==> src/rtl/cc_pkg.sv <==
// Shared constants and helpers for the caption line inserter.
// Assumes a 52 half-bit burst: 14 run-in halves, 6 start-bit halves, 32 data halves.
package cc_pkg;
    localparam int HALF_BITS    = 52;
    localparam int RUNIN_HALVES = 14;
    localparam int START_END    = 20;   // first data half-bit index
    localparam int HALF_STEP    = 64;   // half-bits per line
    localparam logic [7:0] NULL_BYTE = 8'h80;

    typedef enum logic [2:0] {
        A_F0_LO = 3'd0,
        A_F0_HI = 3'd1,
        A_F1_LO = 3'd2,
        A_F1_HI = 3'd3,
        A_LINE  = 3'd4,
        A_OFS   = 3'd5,
        A_CTRL  = 3'd6
    } reg_addr_e;

    // Replace bit 7 so that the byte carries an odd count of ones.
    function automatic logic [7:0] odd_fix(input logic [7:0] b);
        return {~^b[6:0], b[6:0]};
    endfunction
endpackage

==> src/rtl/cc_regs.sv <==
// Register file: per-field byte pairs with pending flags, line select
// (clamped on write), start offset and parity enable. Supplies the word
// to send for the field being served; assumes take_i is a one-cycle pulse.
module cc_regs #(
    parameter int LINE_W       = 5,
    parameter int DEFAULT_LINE = 21,
    parameter int LINE_MIN     = 14,
    parameter int LINE_MAX     = 28,
    parameter int DEFAULT_OFS  = 0
) (
    input  logic              clk,
    input  logic              rst_n,
    input  logic              wr_en,
    input  logic [2:0]        wr_addr,
    input  logic [7:0]        wr_data,
    input  logic              take_i,
    input  logic              take_field_i,
    output logic [15:0]       word_o,
    output logic [LINE_W-1:0] line_sel_o,
    output logic [7:0]        ofs_o,
    output logic [1:0]        pend_o
);
    import cc_pkg::*;

    logic [15:0] pair [2];
    logic        par_en_q;
    logic [15:0] raw_w;
    logic [15:0] sel_w;

    for (genvar f = 0; f < 2; f++) begin : g_field
        logic [7:0] lo_q;
        logic [7:0] hi_q;
        logic       pend_q;

        // Byte storage and pending flag for one field.
        always_ff @(posedge clk) begin
            if (!rst_n) begin
                lo_q   <= '0;
                hi_q   <= '0;
                pend_q <= 1'b0;
            end else begin
                if (wr_en && wr_addr == 3'(2*f))
                    lo_q <= wr_data;
                if (wr_en && wr_addr == 3'(2*f+1)) begin
                    hi_q   <= wr_data;
                    pend_q <= 1'b1;
                end else if (take_i && take_field_i == 1'(f)) begin
                    pend_q <= 1'b0;
                end
            end
        end

        assign pair[f]   = {hi_q, lo_q};
        assign pend_o[f] = pend_q;
    end

    // Configuration registers; the line select saturates into its legal range.
    always_ff @(posedge clk) begin
        if (!rst_n) begin
            line_sel_o <= LINE_W'(DEFAULT_LINE);
            ofs_o      <= 8'(DEFAULT_OFS);
            par_en_q   <= 1'b0;
        end else if (wr_en) begin
            case (wr_addr)
                A_LINE: begin
                    if (int'(wr_data) < LINE_MIN)
                        line_sel_o <= LINE_W'(LINE_MIN);
                    else if (int'(wr_data) > LINE_MAX)
                        line_sel_o <= LINE_W'(LINE_MAX);
                    else
                        line_sel_o <= LINE_W'(wr_data);
                end
                A_OFS:   ofs_o    <= wr_data;
                A_CTRL:  par_en_q <= wr_data[0];
                default: ;
            endcase
        end
    end

    // Word for the served field: pending pair or null pair, parity applied.
    always_comb begin
        raw_w  = take_field_i ? pair[1] : pair[0];
        sel_w  = pend_o[take_field_i] ? raw_w : {NULL_BYTE, NULL_BYTE};
        word_o = par_en_q ? {odd_fix(sel_w[15:8]), odd_fix(sel_w[7:0])} : sel_w;
    end
endmodule

==> src/rtl/cc_line_timer.sv <==
// Line and sample counting: numbers lines from the field marker, arms on
// the selected line and fires a one-cycle start pulse at the programmed
// sample offset. Assumes field_sync is only meaningful together with line_sync.
module cc_line_timer #(
    parameter int LINE_W   = 5,
    parameter int LINE_LEN = 1716
) (
    input  logic              clk,
    input  logic              rst_n,
    input  logic              line_sync,
    input  logic              field_sync,
    input  logic              field_odd,
    input  logic [LINE_W-1:0] line_sel,
    input  logic [7:0]        ofs,
    input  logic              busy,
    output logic              start_o,
    output logic              field_o
);
    localparam int CNT_W = LINE_W + 1;
    localparam int POS_W = $clog2(LINE_LEN + 1);
    localparam int CMP_W = POS_W + 8;

    logic [CNT_W-1:0] cnt_q;
    logic [CNT_W-1:0] cnt_next;
    logic [POS_W-1:0] pos_q;
    logic             armed_q;

    // Next line number: restart at 1 on a field marker, else count and saturate.
    always_comb begin
        if (field_sync)
            cnt_next = CNT_W'(1);
        else if (cnt_q == {CNT_W{1'b1}})
            cnt_next = cnt_q;
        else
            cnt_next = cnt_q + 1'b1;
    end

    assign start_o = armed_q && !busy && (CMP_W'(pos_q) == CMP_W'(ofs));

    // Line counter, sample position, arming and field capture.
    always_ff @(posedge clk) begin
        if (!rst_n) begin
            cnt_q   <= '0;
            pos_q   <= '0;
            armed_q <= 1'b0;
            field_o <= 1'b0;
        end else if (line_sync) begin
            cnt_q   <= cnt_next;
            pos_q   <= '0;
            armed_q <= (cnt_next == {1'b0, line_sel});
            if (field_sync)
                field_o <= field_odd;
        end else begin
            if (pos_q != {POS_W{1'b1}})
                pos_q <= pos_q + 1'b1;
            if (start_o)
                armed_q <= 1'b0;
        end
    end
endmodule

==> src/rtl/cc_bit_seq.sv <==
// Burst sequencer: a phase accumulator yields 64 half-bit ticks per line,
// a half-bit index walks run-in, start bits and data, and the level code
// follows the current bit. Assumes LINE_LEN >= 64.
module cc_bit_seq #(
    parameter int                LINE_LEN  = 1716,
    parameter int                LVL_W     = 10,
    parameter logic [LVL_W-1:0]  LOW_CODE  = 10'd240,
    parameter logic [LVL_W-1:0]  HIGH_CODE = 10'd480
) (
    input  logic             clk,
    input  logic             rst_n,
    input  logic             start_i,
    input  logic [15:0]      word_i,
    output logic             busy_o,
    output logic [LVL_W-1:0] level_o
);
    import cc_pkg::*;

    localparam int ACC_W = $clog2(LINE_LEN) + 1;

    logic [ACC_W-1:0] acc_q;
    logic [ACC_W-1:0] sum_w;
    logic             tick_w;
    logic [5:0]       half_q;
    logic [15:0]      word_q;
    logic [5:0]       data_half_w;
    logic             bit_w;

    assign sum_w  = acc_q + ACC_W'(HALF_STEP);
    assign tick_w = (sum_w >= ACC_W'(LINE_LEN));
    assign data_half_w = half_q - 6'(START_END);

    // Phase accumulator, half-bit index and latched data word.
    always_ff @(posedge clk) begin
        if (!rst_n) begin
            busy_o <= 1'b0;
            acc_q  <= '0;
            half_q <= '0;
            word_q <= '0;
        end else if (start_i) begin
            busy_o <= 1'b1;
            acc_q  <= '0;
            half_q <= '0;
            word_q <= word_i;
        end else if (busy_o) begin
            acc_q <= tick_w ? (sum_w - ACC_W'(LINE_LEN)) : sum_w;
            if (tick_w) begin
                if (half_q == 6'(HALF_BITS - 1))
                    busy_o <= 1'b0;
                else
                    half_q <= half_q + 1'b1;
            end
        end
    end

    // Bit value for the current half-bit: run-in, start pattern or data.
    always_comb begin
        if (half_q < 6'(RUNIN_HALVES))
            bit_w = ~half_q[0];
        else if (half_q < 6'(START_END))
            bit_w = (half_q >= 6'(START_END - 2));
        else
            bit_w = word_q[data_half_w[4:1]];
    end

    assign level_o = (busy_o && bit_w) ? HIGH_CODE : LOW_CODE;
endmodule

==> src/rtl/cc_line21_encoder.sv <==
// Top of the caption line inserter: joins register file, line timer and
// burst sequencer. Assumes line_sync pulses once per line for one cycle.
module cc_line21_encoder #(
    parameter int                LINE_LEN     = 1716,
    parameter int                LVL_W        = 10,
    parameter logic [LVL_W-1:0]  LOW_CODE     = 10'd240,
    parameter logic [LVL_W-1:0]  HIGH_CODE    = 10'd480,
    parameter int                DEFAULT_LINE = 21,
    parameter int                LINE_MIN     = 14,
    parameter int                LINE_MAX     = 28,
    parameter int                DEFAULT_OFS  = 0
) (
    input  logic             clk,
    input  logic             rst_n,
    input  logic             wr_en,
    input  logic [2:0]       wr_addr,
    input  logic [7:0]       wr_data,
    input  logic             line_sync,
    input  logic             field_sync,
    input  logic             field_odd,
    output logic [LVL_W-1:0] cc_level,
    output logic             cc_active,
    output logic [1:0]       data_pending
);
    localparam int LINE_W = $clog2(LINE_MAX + 1);

    logic              start_w;
    logic              field_w;
    logic              busy_w;
    logic [15:0]       word_w;
    logic [LINE_W-1:0] line_sel_w;
    logic [7:0]        ofs_w;

    cc_regs #(
        .LINE_W(LINE_W), .DEFAULT_LINE(DEFAULT_LINE),
        .LINE_MIN(LINE_MIN), .LINE_MAX(LINE_MAX), .DEFAULT_OFS(DEFAULT_OFS)
    ) i_regs (
        .clk(clk), .rst_n(rst_n), .wr_en(wr_en), .wr_addr(wr_addr),
        .wr_data(wr_data), .take_i(start_w), .take_field_i(field_w),
        .word_o(word_w), .line_sel_o(line_sel_w), .ofs_o(ofs_w),
        .pend_o(data_pending)
    );

    cc_line_timer #(
        .LINE_W(LINE_W), .LINE_LEN(LINE_LEN)
    ) i_timer (
        .clk(clk), .rst_n(rst_n), .line_sync(line_sync),
        .field_sync(field_sync), .field_odd(field_odd),
        .line_sel(line_sel_w), .ofs(ofs_w), .busy(busy_w),
        .start_o(start_w), .field_o(field_w)
    );

    cc_bit_seq #(
        .LINE_LEN(LINE_LEN), .LVL_W(LVL_W),
        .LOW_CODE(LOW_CODE), .HIGH_CODE(HIGH_CODE)
    ) i_seq (
        .clk(clk), .rst_n(rst_n), .start_i(start_w), .word_i(word_w),
        .busy_o(busy_w), .level_o(cc_level)
    );

    assign cc_active = busy_w;
endmodule

==> config.mk <==
export PLATFORM = sky130hd
export DESIGN_NAME = cc_line21_encoder
export DESIGN_NICKNAME = d
export VERILOG_FILES = /design/src/rtl/cc_pkg.sv /design/src/rtl/cc_regs.sv /design/src/rtl/cc_line_timer.sv /design/src/rtl/cc_bit_seq.sv /design/src/rtl/cc_line21_encoder.sv
export SDC_FILE = /design/constraint.sdc
export NUM_CORES = 1
export LEC_CHECK = 0
export CORE_UTILIZATION = 30
export CTS_CLUSTER_SIZE = 40
export DETAILED_ROUTE_END_ITERATION = 8
export GPL_TIMING_DRIVEN = 1
export PLACE_DENSITY = 0.48
export REMOVE_ABC_BUFFERS = 1
export SLEW_MARGIN = 10
export SYNTH_ARGS = -nofsm -noshare
export SYNTH_HDL_FRONTEND = slang
export SYNTH_SLANG_ARGS = --single-unit
export TNS_END_PERCENT = 30
==> constraint.sdc <==
create_clock -name clk -period 5.65 [get_ports clk]
set_input_delay 0.8475 -clock clk [delete_from_list [all_inputs] [get_ports clk]]
set_output_delay 0.8475 -clock clk [all_outputs]
set_load 0.01 [all_outputs]
==> reports/summary.json, run 1 <==
{
  "worst_setup_path": {
    "timing.critical_path.slowest_stage_cell": "sky130_fd_sc_hd__clkdlybuf4s50_1",
    "cp_num_cells": 5,
    "crit_path_cell_trace": "mux4_2 -> mux2i_1 -> a21oi_1 -> o311ai_1 -> clkdlybuf4s50_1",
    "reg2reg_setup_slack_ns": 2.92,
    "cp.buffers_inverters": 1,
    "setup.worst_path.start_class": "flip-flop",
    "critPathCaptureType": "output port",
    "cp_data_arrival_time_ns": 2.67,
    "worst-r2r-cell-count": 6,
    "cpLargestDelayFamily": "multiplexers",
    "critPathMaxStageDelay_ns": 0.61,
    "cp.required_ns": 4.80,
    "timing_worst_setup_path_type": "flip-flop to output port",
    "critical_path.max_fanout": 10
  },
  "placement": {
    "finalWeightedCongestion": 0.801,
    "placement.setup.worst_slack_ns": 2.46,
    "buffer_ports.inserted": 21,
    "dp_hpwl_um": 9160
  },
  "pwr": {
    "power.leakage_nw": 2.01,
    "vdd.ir_drop.worst_uv": 185,
    "power-per-cell-area_nw_per_um2": 243
  },
  "detailed_routing": {
    "drc": 0,
    "vias_per_cell": 4.96,
    "route.antenna.remaining_nets": 0,
    "post_drt_wl_per_cell_um": 14.3,
    "drt-initial-drc-count": 149,
    "routed-via-count": 4423,
    "drt-total-wl_um": 12800,
    "firstDrtPassIters": 6
  },
  "synthesis": {
    "synth_top_flop_cell": "sky130_fd_sc_hd__dfxtp_1",
    "synth-seq-area-share_pct": 37.0,
    "postSynthRegisterBits": 100,
    "mappedNetlistArea_um2": 5410,
    "netlist-cell-type-count": 76,
    "synth.avg_cell_area_um2": 8.21,
    "synthArstFlopShare_pct": 0,
    "post_synth_edffs": 0,
    "synthTopCellsByArea": "sky130_fd_sc_hd__dfxtp_1 37%, sky130_fd_sc_hd__nand2_1 9.4%, sky130_fd_sc_hd__a21oi_1 6.4%",
    "fraction_of_post_synthesis_cell_area_in_the_top_cell_type_by_area_pct": 37.0,
    "synth_area_leader_cell": "sky130_fd_sc_hd__dfxtp_1",
    "synthesized_instance_count": 659,
    "ys.warnings.count": 0
  },
  "sta": {
    "slew_headroom_pct": 28.4,
    "final.setup.worst_slack_ns": 2.14,
    "fin_crit_sh_pct": 62.2,
    "tightest_slew_ns": 1.07,
    "timing_hold_violations_final": 0,
    "grt_setup_unrepaired": "false",
    "setup_violations": 0,
    "hold_slack_ns": 0.456,
    "fin_setup_tns_ns": 0,
    "worst_clock_skew_ns": 0.00893,
    "timing.fmax_mhz": 285,
    "finalWorstPathRequiredPeriod_ns": 3.51,
    "final_max_slew_viol_count": 0
  },
  "floorplanning": {
    "fp.dieH_um": 136,
    "dieWidth_um": 136,
    "core.rowCount": 48,
    "pin_count": 30,
    "die_area_um2": 18600,
    "placeableCoreArea_um2": 17500,
    "floorplan.initialDensity_pct": 31.0
  },
  "final_layout": {
    "nNetsFinal": 691,
    "drive_gt1_share_pct": 7.05,
    "area_growth_syn_to_layout_pct": 12.0,
    "insertedDiodeCount": 0
  },
  "global_routing": {
    "wire_length_of_the_first_global_routing_pass_um": 21400,
    "globalRoute.totalOverflow": 0,
    "pin_count_of_the_biggest_net_entering_global_routing": 57,
    "grt_pass1_vias": 4143,
    "grt_util_all_layers_pct": 14.8,
    "antenna_found_initial": 0
  },
  "clock_network": {
    "cts_inserted_buffers": 9,
    "cts.reportedPaths.clkPinSlew_ns": 0.07,
    "cts_hold_repair.buffers": 0,
    "clock_tree.buffer_depth": 2,
    "htreeDepth": 3,
    "clock_sink_count": 100,
    "cts_post_setup_buffers_inserted": 0,
    "ctsRootBufferMaster": "sky130_fd_sc_hd__clkbuf_16",
    "worst_skew_pair.late_latency_ns": 0.36,
    "tritoncts": "built",
    "number_of_resized_instances_in_the_post_cts_repair_step": 0
  },
  "hold_path": {
    "hp-class": "flip-flop to flip-flop",
    "hold_path_depth": 2
  },
  "run_status": {
    "run_status": "complete, no violations"
  },
  "job": {
    "maxCapViolations": 0
  }
}
## per-stage QoR
stage | cells | instance area [µm²] | util, % | power (W)
2_1_floorplan | 627 | 5240 | - | 0.000793
3_3_place_gp | 876 | 5760 | 32.9 | 0.000837
3_5_place_dp | 876 | 5760 | 32.9 | 0.000838
4_1_cts | 892 | 6060 | 34.7 | 0.00149
5_1_grt | 892 | 6060 | 34.7 | 0.00154
6_report | 892 | 6060 | 34.7 | 0.00147
## tightest hold or removal path: stages (launching register included)
cell	delay, ns
sky130_fd_sc_hd__dfxtp_1	0.33
sky130_fd_sc_hd__nand2_1	0.05
sky130_fd_sc_hd__o21ai_0	0.05
## worst paths after layout
path,start,to
min,i_seq.word_q[13],i_seq.word_q[13]
min reg2reg,i_seq.word_q[13],i_seq.word_q[13]
max,i_seq.half_q[1],cc_level[4]
max reg2reg,i_seq.busy_o,i_seq.word_q[4]
## area by class of cell
type,count,area (µm²)
inverter,16,60.1
clock buffer,10,229
fill,1789,11400
sequential,100,2000
clock inverter,6,76.3
tap,225,282
multi-input combinational,511,3180
timing repair buffer,24,233
## layout by cell type (no fill, tap or decap), types with 9 or more instances in the layout
master / netlist / routed
sky130_fd_sc_hd__dfxtp_1: 100 / 100
sky130_fd_sc_hd__xnor2_1: 35 / 35
sky130_fd_sc_hd__nand2_1: 135 / 135
sky130_fd_sc_hd__o21ai_0: 20 / 20
sky130_fd_sc_hd__clkbuf_16: 0 / 9
sky130_fd_sc_hd__nand3_1: 20 / 20
sky130_fd_sc_hd__a21oi_1: 69 / 69
sky130_fd_sc_hd__inv_1: 15 / 15
sky130_fd_sc_hd__ha_1: 12 / 12
sky130_fd_sc_hd__mux2i_1: 28 / 28
sky130_fd_sc_hd__clkdlybuf4s50_1: 0 / 21
sky130_fd_sc_hd__nor2_1: 46 / 46
## cells by family (layout without fill, tap and decap cells)
family / after synthesis / in the layout / share of synthesized area [%]
compound gates: 145 / 145 / 17.5
xor+xnor: 46 / 46 / 8.09
fa+ha+maj: 12 / 12 / 2.77
buf+inv: 54 / 56 / 4.72
flops: 100 / 100 / 37.0
mux: 34 / 34 / 7.33
other cells: 2 / 8 / 0.139
simple gates: 266 / 266 / 22.5
## power breakdown
group | total [W] | internal (W) | switching [W]
logic | 0.0000976 | 0.0000379 | 0.0000598
clock network | 0.000651 | 0.000353 | 0.000298
registers | 0.000723 | 0.000713 | 0.0000102
## routing by layer
layer	wire (µm)	up-vias	GRT usage, %
met5	0	-	0
met4	82	0	3.64
met3	519	7	3.73
met2	5620	78	22.8
met1	6540	2065	20.4
li1	-	2273	-
## flip-flops by register name, indices dropped and copies added (netlist names)
register / flops
i_regs.line_sel_o: 5
i_timer.cnt_q: 6
i_seq.word_q: 16
i_regs.ofs_o: 8
i_timer.pos_q: 11
i_regs.g_field.hi_q: 16
i_regs.g_field.pend_q: 2
i_regs.par_en_q: 1
i_seq.busy_o: 1
i_timer.armed_q: 1
i_seq.half_q: 6
i_timer.field_o: 1
i_regs.g_field.lo_q: 16
i_seq.acc_q: 10
## cell usage after synthesis (3+ instances only)
master,n
sky130_fd_sc_hd__or2_2,3
sky130_fd_sc_hd__ha_1,12
sky130_fd_sc_hd__xor2_1,8
sky130_fd_sc_hd__or3_1,4
sky130_fd_sc_hd__mux4_2,4
sky130_fd_sc_hd__o22ai_1,3
sky130_fd_sc_hd__o31ai_1,4
sky130_fd_sc_hd__clkbuf_1,19
sky130_fd_sc_hd__nand2_1,135
sky130_fd_sc_hd__nor2b_1,8
sky130_fd_sc_hd__a211oi_1,4
sky130_fd_sc_hd__o21ai_1,5
sky130_fd_sc_hd__buf_2,6
sky130_fd_sc_hd__a32oi_1,3
sky130_fd_sc_hd__a21oi_1,69
sky130_fd_sc_hd__inv_1,15
sky130_fd_sc_hd__xnor2_1,35
sky130_fd_sc_hd__o21ai_0,20
sky130_fd_sc_hd__dfxtp_1,100
sky130_fd_sc_hd__nor2_1,46
sky130_fd_sc_hd__nor3_1,8
sky130_fd_sc_hd__nand2b_1,8
sky130_fd_sc_hd__nand3_1,20
sky130_fd_sc_hd__buf_4,10
sky130_fd_sc_hd__nand4_1,7
sky130_fd_sc_hd__mux2i_1,28
sky130_fd_sc_hd__and3_1,5
sky130_fd_sc_hd__a21o_1,4
sky130_fd_sc_hd__and2_1,4
No activity file was read; power rests on OpenSTA's default activity.
==> run 2, diff against run 1 <==
--- a/config.mk
+++ b/config.mk
@@ -9,7 +9,7 @@
 export CTS_CLUSTER_SIZE = 40
 export DETAILED_ROUTE_END_ITERATION = 8
 export GPL_TIMING_DRIVEN = 1
-export PLACE_DENSITY = 0.48
+export PLACE_DENSITY = 0.49
 export REMOVE_ABC_BUFFERS = 1
 export SLEW_MARGIN = 10
 export SYNTH_ARGS = -nofsm -noshare
==> constraint.sdc (replaced) <==
create_clock -name clk -period 2.85 [get_ports clk]
set_input_delay 0.4275 -clock clk [delete_from_list [all_inputs] [get_ports clk]]
set_output_delay 0.4275 -clock clk [all_outputs]
set_load 0.01 [all_outputs]
==> run 2 against run 1 <==
Flip-flop and latch count did not move. Total power up 98%. Sequential share of layout area down 0.39 points. Clock power up 97%.
==> reports/summary.json, run 2 (synthesis results as in run 1) <==
{
  "run_status": {
    "run_status": {"value": "complete, no violations", "change": "unchanged"}
  },
  "worst_setup_path": {
    "cp.required": {"value": 2.42, "unit": "ns", "change": "was 4.80 ns"},
    "worst_flop_to_flop_path_startpoint": {"value": "i_seq.acc_q[6]", "change": "was i_seq.busy_o"},
    "timing.rr.end": {"value": "i_seq.acc_q[10]", "change": "was i_seq.word_q[4]"},
    "setup.worst_path.start": {"value": "i_seq.half_q[1]", "change": "unchanged"},
    "reg2reg_setup_slack": {"value": 0.50, "unit": "ns", "change": "was 2.92 ns"},
    "critical_path.max_fanout": {"value": 5, "change": "was 10"},
    "timing_worst_setup_path_type": {"value": "flip-flop to output port", "change": "unchanged"},
    "worst-r2r-cell-count": {"value": 7, "change": "was 6"},
    "setup.worst_path.start_class": {"value": "flip-flop", "change": "unchanged"},
    "critPathCaptureType": {"value": "output port", "change": "unchanged"},
    "cp_data_arrival_time": {"value": 2.10, "unit": "ns", "change": "was 2.67 ns"}
  },
  "clock_network": {
    "cts.reportedPaths.clkPinSlew": {"value": 0.07, "unit": "ns", "change": "about the same"},
    "tritoncts": {"value": "built", "change": "unchanged"},
    "htreeDepth": {"value": 3, "change": "unchanged"},
    "ctsRootBufferMaster": {"value": "sky130_fd_sc_hd__clkbuf_16", "change": "unchanged"},
    "clock_tree.buffer_depth": {"value": 2, "change": "unchanged"},
    "worst_skew_pair.late_latency": {"value": 0.35, "unit": "ns", "change": "was 0.36 ns"},
    "clock_sink_count": {"value": 100, "change": "unchanged"},
    "cts_post_setup_buffers_inserted": {"value": 0, "change": "unchanged"},
    "cts_inserted_buffers": {"value": 9, "change": "unchanged"}
  },
  "detailed_routing": {
    "drt-total-wl": {"value": 12900, "unit": "µm", "change": "was 12800 µm"},
    "post_drt_wl_per_cell": {"value": 14.3, "unit": "µm", "change": "about the same"},
    "firstDrtPassIters": {"value": 5, "change": "was 6"},
    "drc": {"value": 0, "change": "unchanged"},
    "vias_per_cell": {"value": 4.95, "change": "was 4.96"},
    "route.antenna.remaining_nets": {"value": 0, "change": "unchanged"},
    "drt-initial-drc-count": {"value": 237, "change": "was 149"},
    "routed-via-count": {"value": 4464, "change": "was 4423"}
  },
  "sta": {
    "tightest_slew": {"value": 0.870, "unit": "ns", "change": "was 1.07 ns"},
    "fin_setup_tns": {"value": 0, "unit": "ns", "change": "unchanged"},
    "grt_setup_unrepaired": {"value": "false", "change": "unchanged"},
    "fin_crit_sh_pct": 88.8,
    "worst_clock_skew": {"value": 0.00798, "unit": "ns", "change": "was 0.00893 ns"},
    "finalWorstPathRequiredPeriod_ns": 2.53,
    "timing.fmax_mhz": 395,
    "final_max_slew_viol_count": {"value": 0, "change": "unchanged"},
    "slew_headroom": {"value": 41.6, "unit": "%", "change": "was 28.4%"},
    "final.setup.worst_slack": {"value": 0.319, "unit": "ns", "change": "was 2.14 ns"},
    "timing_hold_violations_final": {"value": 0, "change": "unchanged"},
    "setup_violations": {"value": 0, "change": "unchanged"}
  },
  "pwr": {
    "cell_internal_pwr": {"value": 0.00219, "unit": "W", "change": "was 0.00110 W"},
    "sw_frac_of_total": {"value": 24.7, "unit": "%", "change": "was 25.0%"},
    "p_sw": {"value": 0.000719, "unit": "W", "change": "was 0.000368 W"},
    "power-per-cell-area": {"value": 472, "unit": "nW/µm²", "change": "was 243 nW/µm²"},
    "seqPwrFrac": {"value": 49.3, "unit": "%", "change": "was 49.2%"},
    "proportion_of_power_drawn_by_combinational_gates": {"value": 6.8, "unit": "%", "change": "was 6.6%"},
    "power.leakage": {"value": 2.08, "unit": "nW", "change": "was 2.01 nW"},
    "vdd.ir_drop.worst": {"value": 286, "unit": "µV", "change": "was 185 µV"},
    "clock_power_share": {"value": 43.9, "unit": "%", "change": "was 44.2%"}
  },
  "placement": {
    "finalWeightedCongestion": {"value": 0.797, "change": "was 0.801"},
    "placement.setup.worst_slack": {"value": 0.143, "unit": "ns", "change": "was 2.46 ns"},
    "dp_cells": {"value": 886, "change": "was 876"},
    "buffer_ports.inserted": {"value": 21, "change": "unchanged"},
    "dp_hpwl": {"value": 9440, "unit": "µm", "change": "was 9160 µm"}
  },
  "final_layout": {
    "final-instance-count-excl-fill": {"value": 902, "change": "was 892"},
    "final_common_cell": {"value": "sky130_fd_sc_hd__nand2_1", "change": "unchanged"},
    "insertedDiodeCount": {"value": 0, "change": "unchanged"},
    "nNetsFinal": {"value": 701, "change": "was 691"},
    "most-common-layout-cells": {"value": "135 x sky130_fd_sc_hd__nand2_1, 97 x sky130_fd_sc_hd__dfxtp_1, 68 x sky130_fd_sc_hd__a21oi_1", "change": "was 135 x sky130_fd_sc_hd__nand2_1, 100 x sky130_fd_sc_hd__dfxtp_1, 69 x sky130_fd_sc_hd__a21oi_1"},
    "drive_gt1_share": {"value": 9.31, "unit": "%", "change": "was 7.05%"},
    "reg.largest.list": {"value": "i_regs.g_field.hi_q x16, i_regs.g_field.lo_q x16, i_seq.word_q x16", "change": "unchanged"},
    "area_growth_syn_to_layout": {"value": 13.9, "unit": "%", "change": "was 12.0%"}
  },
  "global_routing": {
    "antenna_found_initial": {"value": 0, "change": "unchanged"},
    "wire_length_of_the_first_global_routing_pass": {"value": 21400, "unit": "µm", "change": "about the same"},
    "globalRoute.totalOverflow": {"value": 0, "change": "unchanged"},
    "grt_pass1_vias": {"value": 4231, "change": "was 4143"},
    "pin_count_of_the_biggest_net_entering_global_routing": {"value": 57, "change": "unchanged"},
    "grt_util_all_layers": {"value": 14.8, "unit": "%", "change": "about the same"}
  },
  "floorplanning": {
    "floorplan.initialDensity": {"value": 31.0, "unit": "%", "change": "unchanged"},
    "fp.dieH": {"value": 136, "unit": "µm", "change": "unchanged"},
    "placeableCoreArea": {"value": 17500, "unit": "µm²", "change": "unchanged"},
    "dieWidth": {"value": 136, "unit": "µm", "change": "unchanged"},
    "pin_count": {"value": 30, "change": "unchanged"},
    "die_area": {"value": 18600, "unit": "µm²", "change": "unchanged"},
    "core.rowCount": {"value": 48, "change": "unchanged"}
  },
  "job": {
    "maxCapViolations": {"value": 0, "change": "unchanged"}
  },
  "hold_path": {
    "hold_path_depth": {"value": 2, "change": "unchanged"},
    "min_to": {"value": "i_seq.word_q[13]", "change": "unchanged"},
    "hold_path_startpoint": {"value": "i_seq.word_q[13]", "change": "unchanged"},
    "hp-class": {"value": "flip-flop to flip-flop", "change": "unchanged"}
  }
}
-- run 2: changes by cell type in the layout (fill, tap and decap cells not counted), sizes merged --
| cell | delta |
|---|---|
| clkinv | -1 |
| clkdlybuf4s50 | -2 |
| dlygate4sd2 | +1 |
| clkinvlp | +1 |
| dlymetal6s2s | +1 |
| buf | +10 |
-- run 2: power groups by stage --
stage / Combinational (W) / Clock [W] / Sequential (W)
final: 0.000197 / 0.00128 / 0.00143
after global routing: 0.000217 / 0.00138 / 0.00144
after CTS: 0.000198 / 0.00132 / 0.00144
after detailed placement: 0.000197 / 0 / 0.00147
after global placement: 0.000194 / 0 / 0.00147
after floorplan: 0.000107 / 0 / 0.00147
-- run 2: repair_timing --
| action | in CTS | in global routing |
|---|---|---|
| resized for setup | 5 | 5 |
| hold buffers | 0 | 0 |
| endpoints found under the setup margin | 2 | 1 |
| pin swaps | 0 | 1 |
-- run 2: worst max-delay path, cell delays in order (launching register included) --
cell and delay (ns):
sky130_fd_sc_hd__dfxtp_4 0.39, sky130_fd_sc_hd__mux4_2 0.50, sky130_fd_sc_hd__mux2i_1 0.17, sky130_fd_sc_hd__a21oi_2 0.05
sky130_fd_sc_hd__o311ai_2 0.33, sky130_fd_sc_hd__dlygate4sd2_1 0.31
-- run 2: area by class of cell --
type,count,area (µm²)
Clock inverter,6,77.6
Timing Repair Buffer,34,309
Sequential cell,100,2010
Clock buffer,10,229
Inverter,16,60.1
Fill cell,1833,11300
Multi-Input combinational cell,511,3200
Tap cell,225,282
-- run 2: how the worst max path moves through the flow --
| stage | end | slack [ns] | cells past startpoint |
|---|---|---|---|
| detailed placement | cc_level[4] | 0.14 | 5 |
| global route | cc_level[4] | 0.19 | 5 |
| finish | cc_level[4] | 0.32 | 5 |
| floorplan | i_seq.acc_q[7] | 0.52 | 6 |
| global placement | cc_level[4] | 0.15 | 5 |
| CTS | cc_level[8] | 0.004 | 6 |
-- run 2: per-layer routing --
layer / vias to the layer above / share of wire [%] / track usage [%]
met5: - / 0 / 0
met4: 0 / 0.91 / 3.46
met3: 10 / 3.2 / 3.58
met2: 66 / 45 / 23.4
met1: 2088 / 51 / 20.3
li1: 2300 / - / -
-- run 2: through the flow --
step | hold WS, ns | utilization, % | instance area, µm² | total power (W)
detailed placement | 0.442 | 33.4 | 5830 | 0.00167
CTS | 0.458 | 35.2 | 6150 | 0.00296
floorplan | 0.420 | - | 5240 | 0.00157
global placement | 0.437 | 33.4 | 5830 | 0.00166
global route | 0.478 | 35.3 | 6160 | 0.00304
finish | 0.453 | 35.3 | 6160 | 0.00291
==> run 3, diff against run 2 <==
--- a/config.mk
+++ b/config.mk
@@ -6,9 +6,9 @@
 export NUM_CORES = 1
 export LEC_CHECK = 0
 export CORE_UTILIZATION = 30
-export CTS_CLUSTER_SIZE = 40
 export DETAILED_ROUTE_END_ITERATION = 8
 export GPL_TIMING_DRIVEN = 1
+export HOLD_SLACK_MARGIN = 0.08
 export PLACE_DENSITY = 0.49
 export REMOVE_ABC_BUFFERS = 1
 export SLEW_MARGIN = 10
==> results of run 3 <==
No change in the layout: final DEF, timing and power equal those of run 2.
